[config.mk]
export PLATFORM = sky130hd
export DESIGN_NAME = spi_rate_solver
export DESIGN_NICKNAME = d
export VERILOG_FILES = /design/src/rtl/spi_rate_pkg.sv /design/src/rtl/rs_udiv.sv /design/src/rtl/rs_step_eval.sv /design/src/rtl/spi_rate_solver.sv
export SDC_FILE = /design/constraint.sdc
export NUM_CORES = 1
export LEC_CHECK = 0
export BUFFER_PORTS_ARGS = -buffer_cell sky130_fd_sc_hd__buf_2
export CORE_MARGIN = 1
export CORE_UTILIZATION = 30
export CTS_CLUSTER_DIAMETER = 150
export DETAILED_ROUTE_END_ITERATION = 8
export PLACE_DENSITY = 0.55
export SYNTH_ARGS = -nofsm -noshare
export SYNTH_HDL_FRONTEND = slang
export SYNTH_HIERARCHICAL = 1
export SYNTH_SLANG_ARGS = --single-unit
export TNS_END_PERCENT = 100
[constraint.sdc]
create_clock -name clk -period 3.2 [get_ports clk]
set_clock_uncertainty 0.15 [all_clocks]
set_input_delay 0.32 -clock clk [delete_from_list [all_inputs] [get_ports clk]]
set_output_delay 0.32 -clock clk [all_outputs]
set_load 0.01 [all_outputs]
[src/rtl/spi_rate_pkg.sv]
package spi_rate_pkg;

   // Controller phases of the solver.
   typedef enum logic [2:0] {
      PH_IDLE,
      PH_LOAD,
      PH_DIVIDE,
      PH_SEARCH
   } solve_phase_t;

   // Outcome of evaluating one coarse stage.
   typedef enum logic [1:0] {
      VD_NEXT,   // candidate too large, try the next coarse stage
      VD_FIT,    // candidate inside the fine window
      VD_FAST,   // candidate below the window, pin to the low end
      VD_SLOW    // last stage still too large, pin to the high end
   } stage_verdict_t;

endpackage

[src/rtl/rs_udiv.sv]
// Restoring unsigned divider, STEPS quotient bits per clock.
module rs_udiv #(
   parameter int W     = 32,
   parameter int STEPS = 1
) (
   input  logic         clk,
   input  logic         rst_n,
   input  logic         go,
   input  logic [W-1:0] dividend,
   input  logic [W-1:0] divisor,
   output logic [W-1:0] quotient,
   output logic         ready
);
   localparam int ITER  = W / STEPS;
   localparam int CNT_W = $clog2(ITER + 1);

   if (STEPS < 1 || (W % STEPS) != 0) begin : g_bad_steps
      $error("rs_udiv: STEPS must divide W");
   end

   logic [W-1:0]     rem_q;
   logic [W-1:0]     quo_q;
   logic [CNT_W-1:0] cnt_q;
   logic             run_q;

   logic [W-1:0] rem_c [STEPS+1];
   logic [W-1:0] quo_c [STEPS+1];

   assign rem_c[0] = rem_q;
   assign quo_c[0] = quo_q;

   for (genvar g = 0; g < STEPS; g++) begin : g_stage
      logic [W:0] trial;
      logic [W:0] diff;
      logic       fits;
      assign trial = {rem_c[g], quo_c[g][W-1]};
      assign diff  = trial - {1'b0, divisor};
      assign fits  = (trial >= {1'b0, divisor});
      assign rem_c[g+1] = fits ? diff[W-1:0] : trial[W-1:0];
      assign quo_c[g+1] = {quo_c[g][W-2:0], fits};
   end

   always_ff @(posedge clk or negedge rst_n) begin
      if (!rst_n) begin
         rem_q <= '0;
         quo_q <= '0;
         cnt_q <= '0;
         run_q <= 1'b0;
         ready <= 1'b0;
      end else if (go) begin
         rem_q <= '0;
         quo_q <= dividend;
         cnt_q <= CNT_W'(ITER);
         run_q <= 1'b1;
         ready <= 1'b0;
      end else if (run_q) begin
         rem_q <= rem_c[STEPS];
         quo_q <= quo_c[STEPS];
         cnt_q <= cnt_q - CNT_W'(1);
         if (cnt_q == CNT_W'(1)) begin
            run_q <= 1'b0;
            ready <= 1'b1;
         end
      end else begin
         ready <= 1'b0;
      end
   end

   assign quotient = quo_q;

endmodule

[src/rtl/rs_step_eval.sv]
// Classifies the candidate fine-divider value for one coarse stage.
module rs_step_eval
   import spi_rate_pkg::*;
#(
   parameter int W          = 32,
   parameter int DIV_W      = 2,
   parameter int BRG_W      = 6,
   parameter int BRG_MIN    = 4,
   parameter int BRG_MAX    = 63,
   parameter int SHIFT_BASE = 2
) (
   input  logic [W-1:0]     quo,
   input  logic [DIV_W-1:0] stage,
   output stage_verdict_t   verdict,
   output logic [BRG_W-1:0] brg_val
);
   localparam logic [W-1:0]     CAND_LO   = W'(BRG_MIN + 1);
   localparam logic [W-1:0]     CAND_HI   = W'(BRG_MAX + 1);
   localparam logic [DIV_W-1:0] LAST_STG  = {DIV_W{1'b1}};

   logic [W-1:0] cand;
   logic [W-1:0] cand_m1;

   assign cand    = quo >> (SHIFT_BASE + int'(stage));
   assign cand_m1 = cand - W'(1);

   always_comb begin
      if (cand < CAND_LO) begin
         verdict = VD_FAST;
         brg_val = BRG_W'(BRG_MIN);
      end else if (cand <= CAND_HI) begin
         verdict = VD_FIT;
         brg_val = cand_m1[BRG_W-1:0];
      end else if (stage == LAST_STG) begin
         verdict = VD_SLOW;
         brg_val = BRG_W'(BRG_MAX);
      end else begin
         verdict = VD_NEXT;
         brg_val = '0;
      end
   end

endmodule

[src/rtl/spi_rate_solver.sv]
module spi_rate_solver
   import spi_rate_pkg::*;
#(
   parameter int FREQ_W     = 32,
   parameter int DIV_W      = 2,
   parameter int BRG_W      = 6,
   parameter int BRG_MIN    = 4,
   parameter int BRG_MAX    = 63,
   parameter int DIV_STEPS  = 1
) (
   input  logic              clk,
   input  logic              rst_n,
   input  logic              start,
   input  logic [FREQ_W-1:0] main_hz,
   input  logic [FREQ_W-1:0] req_hz,
   output logic              busy,
   output logic              done,
   output logic [DIV_W-1:0]  div,
   output logic [BRG_W-1:0]  brg,
   output logic              clamped,
   output logic              err
);
   localparam int SHIFT_BASE = 2;

   if (BRG_MAX >= (1 << BRG_W) || BRG_MIN > BRG_MAX || BRG_MIN < 0) begin : g_bad_brg
      $error("spi_rate_solver: fine divider window does not fit BRG_W");
   end
   if (DIV_W < 1 || SHIFT_BASE + (1 << DIV_W) > FREQ_W) begin : g_bad_div
      $error("spi_rate_solver: coarse stage count too large for FREQ_W");
   end

   solve_phase_t      phase_q;
   logic [FREQ_W-1:0] main_q;
   logic [FREQ_W-1:0] req_q;
   logic [DIV_W-1:0]  stage_q;
   logic              go_q;

   logic [FREQ_W-1:0] quo;
   logic              quo_rdy;
   stage_verdict_t    verdict;
   logic [BRG_W-1:0]  brg_val;

   rs_udiv #(
      .W     (FREQ_W),
      .STEPS (DIV_STEPS)
   ) u_div (
      .clk      (clk),
      .rst_n    (rst_n),
      .go       (go_q),
      .dividend (main_q),
      .divisor  (req_q),
      .quotient (quo),
      .ready    (quo_rdy)
   );

   rs_step_eval #(
      .W          (FREQ_W),
      .DIV_W      (DIV_W),
      .BRG_W      (BRG_W),
      .BRG_MIN    (BRG_MIN),
      .BRG_MAX    (BRG_MAX),
      .SHIFT_BASE (SHIFT_BASE)
   ) u_eval (
      .quo     (quo),
      .stage   (stage_q),
      .verdict (verdict),
      .brg_val (brg_val)
   );

   always_ff @(posedge clk or negedge rst_n) begin
      if (!rst_n) begin
         phase_q <= PH_IDLE;
         main_q  <= '0;
         req_q   <= '0;
         stage_q <= '0;
         go_q    <= 1'b0;
         done    <= 1'b0;
         div     <= '0;
         brg     <= '0;
         clamped <= 1'b0;
         err     <= 1'b0;
      end else begin
         done <= 1'b0;
         go_q <= 1'b0;
         unique case (phase_q)
            PH_IDLE: begin
               if (start) begin
                  main_q  <= main_hz;
                  req_q   <= req_hz;
                  phase_q <= PH_LOAD;
               end
            end
            PH_LOAD: begin
               if (req_q == '0) begin
                  div     <= '0;
                  brg     <= '0;
                  clamped <= 1'b0;
                  err     <= 1'b1;
                  done    <= 1'b1;
                  phase_q <= PH_IDLE;
               end else begin
                  go_q    <= 1'b1;
                  phase_q <= PH_DIVIDE;
               end
            end
            PH_DIVIDE: begin
               if (quo_rdy) begin
                  stage_q <= '0;
                  phase_q <= PH_SEARCH;
               end
            end
            PH_SEARCH: begin
               if (verdict == VD_NEXT) begin
                  stage_q <= stage_q + DIV_W'(1);
               end else begin
                  div     <= stage_q;
                  brg     <= brg_val;
                  clamped <= (verdict != VD_FIT);
                  err     <= 1'b0;
                  done    <= 1'b1;
                  phase_q <= PH_IDLE;
               end
            end
            default: phase_q <= PH_IDLE;
         endcase
      end
   end

   assign busy = (phase_q != PH_IDLE);

endmodule

## Yosys cells after proc, flatten, opt, wreduce, memory -nomap -nowiden

Index checks and enable logic that the tools add are counted.

| storage, ports and cells | value |
|---|---|
| input port bits | 67 |
| register bits | 153 |
| output and inout bits | 12 |
| logic and storage cells | 91 |

| cells by class | value |
|---|---|
| $add $sub $neg | 5 |
| equal/unequal tests | 12 |
| multiplexer cells | 44 |
| $lt $le $gt $ge | 3 |
| reductions and logical operators | 11 |
| shift operators | 1 |

Operators by type and width:

| kind | count |
|---|---|
| 32-bit 2-to-1 mux | 5 |
| 6-bit 2-to-1 mux | 7 |
| 33-bit by 32-bit >= comparator with 1-bit output | 1 |
| 32-bit by 7-bit less-or-equal comparator with 1-bit output, second input constant | 1 |
| 32-bit zero test | 1 |
| 32-bit by 3-bit < comparator with 1-bit output, second input constant | 1 |
| 32-bit by 3-bit >> shifter with 32-bit output | 1 |
| 32-bit subtractor | 1 |
| 2-bit 2-to-1 mux | 8 |
| 1-bit 2-to-1 mux | 14 |
| 3-bit one-hot mux with 4 select lines | 1 |
| 6-bit one-hot mux with 2 select lines | 1 |
| 6-bit by 1-bit subtractor with 6-bit output, second input constant | 2 |
| 3-bit 2-to-1 mux | 3 |
| 3-bit AND reduction | 3 |
| 2-bit inequality test, second input constant | 4 |
| 2-bit one-hot mux with 2 select lines | 2 |
| 3-bit by 2-bit equality test with 1-bit output, second input constant | 2 |
| 6-bit by 1-bit equality test with 1-bit output, second input constant | 1 |
| 1-bit one-hot mux with 2 select lines | 3 |
| 2-bit nonzero test | 3 |
| 2-bit by 1-bit inequality test with 1-bit output, second input constant | 2 |
| 2-bit by 2-bit adder with 3-bit output, first input constant | 1 |
| 3-bit by 1-bit equality test with 1-bit output, second input constant | 1 |
| other kinds (7) | 7 |

## Logic depth before layout (Yosys ltp)

Gate-level depths: netlist of run 1.

| depth | value |
|---|---|
| depth in word-level cells | 8 |
| depth in mapped cells | 17 |
| mapped depth without buffers | 13 |

## Hierarchy

The synthesis of run 1 kept the hierarchy.

By module, submodules not included:

| module | cells each | times used | area each (um^2) |
|---|---|---|---|
| rs_udiv | 621 | 1 | 5298.8 |
| spi_rate_solver | 227 | 1 | 3558.4 |
| rs_step_eval | 97 | 1 | 726.9 |

## Worst setup path before layout of run 1

Ideal clock, no wire load.

| timing | value |
|---|---|
| kind | register to register |
| from | reg stage_q[1] |
| to | reg brg[0] |
| stages on the path, launching flop included | 14 |
| arrival | 2.958 ns |
| library setup time | 0.092 ns |
| path slack | 0.001 ns |
| cells stage by stage | dfrtp_1 > buf_6 > buf_6 > mux2_2 > o21ai_0 > ha_1 > nor2b_1 > o21ai_0 > o211ai_1 > a21o_1 > nand2b_1 > o211ai_1 > nand2_1 > o221ai_1 |

| on the way | value |
|---|---|
| word-level cells in the longest chain between the ends | 8 |
| elaborated cells between the ends (all ways) | 17 |
| those cells by class | add/sub (2); order compare (2); eq/ne (2); shift (1); mux (8); reduce/logical (2) |

Ends and longest elaborated chain:

| element | RTL line | source |
|---|---|---|
| start: declaration | spi_rate_solver.sv:35 | `logic [DIV_W-1:0] stage_q;` |
| start signal: assignment | spi_rate_solver.sv:114 | `stage_q <= stage_q + DIV_W'(1);` |
| 2-bit by 2-bit adder with 3-bit output | rs_step_eval.sv:24 | `assign cand = quo >> (SHIFT_BASE + int'(stage));` |
| 32-bit by 3-bit >> shifter with 32-bit output | rs_step_eval.sv:24 |  |
| 32-bit by 7-bit less-or-equal comparator with 1-bit output | rs_step_eval.sv:31 | `end else if (cand <= CAND_HI) begin` |
| 2-bit 2-to-1 mux | rs_step_eval.sv:31 |  |
| 2-bit 2-to-1 mux (*) | rs_step_eval.sv:28 | `if (cand < CAND_LO) begin` |
| named net verdict[1] | spi_rate_solver.sv:40 | `stage_verdict_t verdict;` |
| 2-bit zero test (*) | spi_rate_solver.sv:113 | `if (verdict == VD_NEXT) begin` |
| 2-bit inequality test (no line) (*) | - |  |
| 3-bit AND reduction (no line) (*) | - |  |
| end signal: assignment | spi_rate_solver.sv:117 | `brg <= brg_val;` |
| end: declaration | spi_rate_solver.sv:19 | `output logic [BRG_W-1:0] brg,` |

Mark *: on every way through the listed nets, which the timed path passes. The rest lies on a longest branch. The select of a mux whose other input is x is not followed.
A chain may end at the register's enable or synchronous reset.

## Worst setup path in the final report of run 1

| timing | value |
|---|---|
| from | reg req_q[0] |
| to | reg u_div.rem_q[28] |

| on the way | value |
|---|---|
| word-level cells in the longest chain between the ends | 4 |
| elaborated cells between the ends (all ways) | 5 |
| those cells by class | add/sub (1); order compare (1); mux (3) |

Ends and longest elaborated chain:

| element | RTL line | source |
|---|---|---|
| start: declaration | spi_rate_solver.sv:34 | `logic [FREQ_W-1:0] req_q;` |
| start signal: assignment | spi_rate_solver.sv:89 | `req_q <= req_hz;` |
| 32-bit subtractor or 33-bit by 32-bit >= comparator with 1-bit output (tied branches) | rs_udiv.sv:37, rs_udiv.sv:38 |  |
| 32-bit 2-to-1 mux (*) | rs_udiv.sv:39 | `assign rem_c[g+1] = fits ? diff[W-1:0] : trial[W-1:0];` |
| 32-bit 2-to-1 mux (*) | rs_udiv.sv:56 | `end else if (run_q) begin` |
| 32-bit 2-to-1 mux (*) | rs_udiv.sv:50 | `end else if (go) begin` |
| end signal: assignment | rs_udiv.sv:57 | `rem_q <= rem_c[STEPS];` |
| end: declaration | rs_udiv.sv:21 | `logic [W-1:0] rem_q;` |

Mark *: on every way between the ends. The rest lies on a longest branch, timed or not. The select of a mux whose other input is x is not followed.

==> flow_summary.yaml, run 1 <==
clock_network:
  clock_sinks: 152
  clock_latency_ps: 430
  ctsHtreeMaxLevel: 4
  clk_pin_slew_ps: 70
  cts_max_path_buffers: 2
  cts_buffers: 17
  cts_tree: "yes"
  cts_root_buf: "clkbuf_16"
run:
  cap_violations: 0
place:
  placed_area_mm2: 0.0104
  io_buffers: 78
  dp_hpwl_mm: 16.5
  place_congestion: 0.841
  dp_cells: 1405
worst_setup_path:
  arrival_ps: 3240
  crit_chain: "ha_1 -> fa_1 -> nor2b_1 -> o2111ai_1 -> nand2_1 -> a31oi_1 -> o21ai_0 -> a21oi_1 -> o32ai_1 -> xnor2_1 -> o21ai_0"
  cp_common_cell: "o21ai_0"
  setup.worst_path.end: "u_div/rem_q[28]"
  r2r-end: "u_div/rem_q[28]"
  worst_path_max_delay_cell: "dfrtp_1"
  cp.depth: 11
  r2r_setup_slack_ps: 110
  rr_startpoint: "req_q[0]"
  worstPathRequired_ps: 3360
  critPathMaxStageDelay_ps: 430
  crit_start: "req_q[0]"
  path_class: "flip-flop to flip-flop"
  crit_fanout: 3
  worstRegToRegCells: 11
  crit_path_end_kind: "flip-flop"
  cp.buffers_inverters: 0
  start_kind: "flip-flop"
  critPathTopFamily: "compound AO/OA/AOI/OAI gates"
final_layout:
  diodes: 0
  fin_util_pct: 37.5
  drive_gt1_share_pct: 22.8
  nets: 1195
  final_area_mm2: 0.0118
  area_delta_synth_final_pct: 23.3
  fin_cells: 1506
  fillers: 3137
yosys:
  synth_cell_types: 67
  ys.flop_type: "dfrtp_1"
  synth-xor-area-share_pct: 3.29
  syn_inst: 945
  synth.most_common_cell: "dfrtp_1"
  yosys.area.top_type: "dfrtp_1"
  async_flop_share_pct: 100
  synth-seq-cells: 152
  synth_fa_ha_area_share_pct: 4.91
  ys_warn_count: 6
  muxShareOfSynthArea_pct: 17.7
  synth_area_leaders: "dfrtp_1, mux2_4, mux2i_1, ha_1, o21ai_0"
  synth-compound-area-share_pct: 16.3
  synth_commonest_cells: "dfrtp_1, nand2_1, o21ai_0, mux2i_1, mux2_4"
  synth_top_area_share_pct: 39.7
  synthesis.area_mm2: 0.00958
  synthSimpleGateAreaFrac_pct: 12.5
  synth_edf_count: 0
  yosysSeqAreaShare_pct: 39.7
  synth_top_family_by_area: "multiplexers"
  synth_nets: 1049
  synth.avg_cell_area_um2: 10.1
floorplan:
  ioPinCount: 79
  start_util_pct: 30.5
  die_h_um: 181
  std_cell_rows: 65
  dieArea_mm2: 0.0327
  fp.dieW_um: 181
  core_mm2: 0.0315
power:
  leakage_nw: 5.34
  power_w: 0.0154
  p_per_area_mw_per_mm2: 1310
  ir_drop_mv: 0.846
route:
  vias: 7459
  drc_errors: 0
  ant_nets: 0
  first_pass_iters: 5
  avgViaCountPerCell: 4.95
  drt_wl_total_mm: 23.6
  wire_per_inst_um: 15.7
  dr.first_iter.drc_count: 443
sta:
  worst_pin_slew_ps: 788
  finalMaxSlewViolations: 0
  slew_headroom_pct: 47.5
  hold_violations: 0
  fmax_ghz: 0.324
  setup_viol: 0
  post-route-min-period_ps: 3090
  finalCritPeriodShare_pct: 96.4
outcome:
  status: "completed"
global_routing:
  grt_pass1_wl_mm: 39.5
  grt_antenna_before_repair: 0
  grt_max_degree: 84
  track_usage_pct: 15.0
  gr-total-overflow: 0
  grt_pass1_vias: 7565
min_path:
  min_path_type: "primary input to flip-flop"
  hold_depth: 5
[worst min-delay path, stage by stage]
cell and delay, ps:
buf_2 70, inv_1 100, nor2_1 110, a211oi_1 50, a21oi_1 100
[per-layer routing]
metal,GRT usage [%],vias to the layer above,routed length (µm)
met5,0,-,0
li1,-,3711,-
met1,19.7,3624,11400
met4,3.86,0,193
met2,25.1,107,11400
met3,2.66,17,610
[registers in the layout, summed over array words and instances (netlist names), 2 cells and up]
signal	cells
stage_q	2
req_q	32
brg	6
u_div/cnt_q	6
main_q	32
u_div/rem_q	32
div	2
phase_q	2
u_div/quotient	32
[layout make-up]
| type | count | area [µm²] | area share (%) |
|---|---|---|---|
| clock buffer | 18 | 439 | 3.72 |
| clock inverter | 14 | 159 | 1.34 |
| tap | 402 | 503 | 4.26 |
| timing repair buffer | 183 | 1410 | 11.9 |
| inverter | 45 | 169 | 1.43 |
| sequential | 152 | 3810 | 32.2 |
| multi-input combinational | 692 | 5330 | 45.1 |
[stage by stage]
stage               hold WS (ps)  setup TNS, ps  worst slack [ps]
floorplan                   -126              0             0.612
global placement             267              0               165
detailed placement           271              0              67.4
CTS                          203              0              33.1
global route                 287           -468             -63.3
finish                       214              0               114
[logic make-up after synthesis]
family                   after synthesis
multiplexers                         136
buffers and inverters                101
adder cells (fa/ha/maj)               37
AO/OA/AOI/OAI                        239
flip-flops                           152
AND/OR/NAND/NOR                      244
XOR/XNOR                              36
[report_power, final]
part	internal [W]	switching [W]
Combinational	0.00459	0.00489
Clock	0.00119	0.000896
Sequential	0.00292	0.000944
[cell usage in the layout (no fill, tap or decap), drive strengths merged, types with 11 or more instances in the layout]
cell type    instances
nor4                17
nand2b              23
o21ai               69
a21o                11
mux2i               66
clkbuf              18
buf                118
inv                 51
nor2                56
dlygate4sd3         65
dfrtp              152
nand2               88
xnor2               23
a21oi               50
ha                  36
mux2                68
xor2                13
o211ai              12
nand4               13
a211oi              31
[what timing repair did]
action / 4_1_cts / 5_1_grt
gates resized for setup: 0 / 22
hold buffers: 65 / 0
buffers inserted: 0 / 4
setup endpoints to repair: 0 / 20
endpoints found under the hold margin: 139 / 0
[worst min path at each step]
stage / from / endpoint / slack, ps
after floorplan: rst_n / brg[0] / -130
after global placement: rst_n / req_q[12] / 270
after detailed placement: rst_n / req_q[15] / 270
after CTS: start / phase_q[0] / 200
after global routing: start / phase_q[0] / 290
final: start / phase_q[0] / 210
Power figures use the tool's default switching activity.
==> inputs of run 2 (changes only) <==
Settings changed: CORE_UTILIZATION 30 to 48, GPL_TIMING_DRIVEN from default to 0, PLACE_DENSITY 0.55 to 0.72.
==> run 2 against run 1 <==
  * Fmax shrank 2.4%
  * First-iteration DRC count rose by 1.8%
  * Die area shrank 37%
==> flow_summary.yaml, run 2 (same netlist as run 1, synthesis figures left out) <==
sta:
  rsz0062_at_grt: "yes"
  worst_pin_slew_ps: 672
  fmax_ghz: 0.316
  hold_violations: 0
  tns_ps: 0
  finalCritPeriodShare_pct: 98.8
  slew_headroom_pct: 55.2
  finalMaxSlewViolations: 0
  post-route-min-period_ps: 3160
  setup_viol: 0
final_layout:
  diodes: 0
  drive_gt1_share_pct: 24.6
  final_cell_mix: "dfrtp_1, nand2_1, buf_2"
  area_delta_synth_final_pct: 25.6
  fillers: 1629
  multi_input_comb_area_mm2: 0.00546
  seq_area_mm2: 0.00381
  layout_commonest_cell: "dfrtp_1"
  nets: 1229
route:
  first_pass_iters: 5
  wire_per_inst_um: 17.6
  drt_wl_total_mm: 24.7
  dr.first_iter.drc_count: 451
  ant_nets: 0
  drc_errors: 0
  vias: 7911
  avgViaCountPerCell: 5.64
worst_setup_path:
  crit_fanout: 5
  worstRegToRegCells: 17
  crit_path_end_kind: "flip-flop"
  rr_startpoint: "stage_q[1]"
  path_class: "flip-flop to flip-flop"
  arrival_ps: 3350
  r2r_setup_slack_ps: 40
  start_kind: "flip-flop"
  crit_start: "stage_q[1]"
  worstPathRequired_ps: 3390
  setup.worst_path.end: "div[1]"
  r2r-end: "div[1]"
place:
  dp_hpwl_mm: 16.3
  io_buffers: 78
  place_congestion: 0.912
global_routing:
  grt_pass1_wl_mm: 39.4
  gr-total-overflow: 0
  grt_antenna_before_repair: 0
  grt_pass1_vias: 7921
  grt_max_degree: 100
  track_usage_pct: 24.8
clock_network:
  cts_tree: "yes"
  clock_sinks: 152
  clk_pin_slew_ps: 70
  cts_max_path_buffers: 2
  ctsHtreeMaxLevel: 4
  cts_root_buf: "clkbuf_16"
  clock_latency_ps: 430
  cts_buffers: 17
floorplan:
  core_mm2: 0.0195
  start_util_pct: 49.1
  fp.dieW_um: 143
  ioPinCount: 79
  dieArea_mm2: 0.0205
  std_cell_rows: 51
  die_h_um: 143
min_path:
  min_path_type: "primary input to flip-flop"
outcome:
  status: "completed"
run:
  cap_violations: 0
run 2: through the flow:
stage          util (%)  area, µm²  hold slack, ps  instances  setup WS [ps]
2_1_floorplan         -       9580            -126        945          0.612
3_3_place_gp       52.8      10300             313       1288           -765
3_5_place_dp       53.0      10300             154       1289           -818
4_1_cts            59.8      11700           0.454       1392           5.35
5_1_grt            61.7      12000            5.17       1403          -50.9
6_report           61.7      12000            17.8       1403           37.8
run 2: what timing repair did:
item | in CTS | in global routing
endpoints found under the setup margin | 22 | 47
hold buffers | 64 | 0
setup buffers | 7 | 13
resized for setup | 20 | 56
hold endpoints to repair | 116 | 0
cloned | 0 | 4
pin swaps | 4 | 10
run 2: cell type report:
class | count | area share [%]
plain buffers | 50 | 3.39
clock buffers | 18 | 3.65
clock inverters | 14 | 1.07
inverters | 45 | 1.40
multi-input cells | 692 | 45.4
flip-flops and latches | 152 | 31.6
well taps | 265 | 2.75
repair buffers | 167 | 10.7
run 2: worst max-delay path, cell delays in order, from the launching register on:
cell and delay, ps:
dfrtp_2 420, buf_6 130, buf_8 110, buf_12 120
mux2i_4 180, mux2_4 300, ha_2 170, nor2b_2 150
o211ai_1 90, o211ai_1 110, buf_4 160, nand2_4 60
a21oi_4 70, buf_6 130, o211ai_1 250, buf_4 220
nand2_2 70, o221ai_2 180
run 2: layer usage:
metal | part of all wire [%] | routed length [µm] | global-route usage [%] | vias to the layer above
met4 | 2.3 | 574 | 8.23 | 0
li1 | - | - | - | 3780
met5 | 0 | 0 | 0 | -
met3 | 4.0 | 995 | 4.53 | 44
met2 | 49 | 12000 | 41.7 | 215
met1 | 45 | 11100 | 32.2 | 3872
run 2: worst min path at each step:
stage | cells after the start | endpoint | slack [ps] | startpoint
floorplan | 0 | brg[0] | -130 | rst_n
global placement | 2 | u_div/quotient[0] | 310 | main_q[0]
detailed placement | 1 | req_q[14] | 150 | rst_n
CTS | 2 | main_q[0] | 0.5 | main_hz[0]
global route | 2 | main_q[0] | 5 | main_hz[0]
finish | 2 | main_q[0] | 20 | main_hz[0]
Power of run 2 is left out: the tool's default activity adds up to more than one toggle a clock period on the data nets, which glitch-free logic cannot reach.
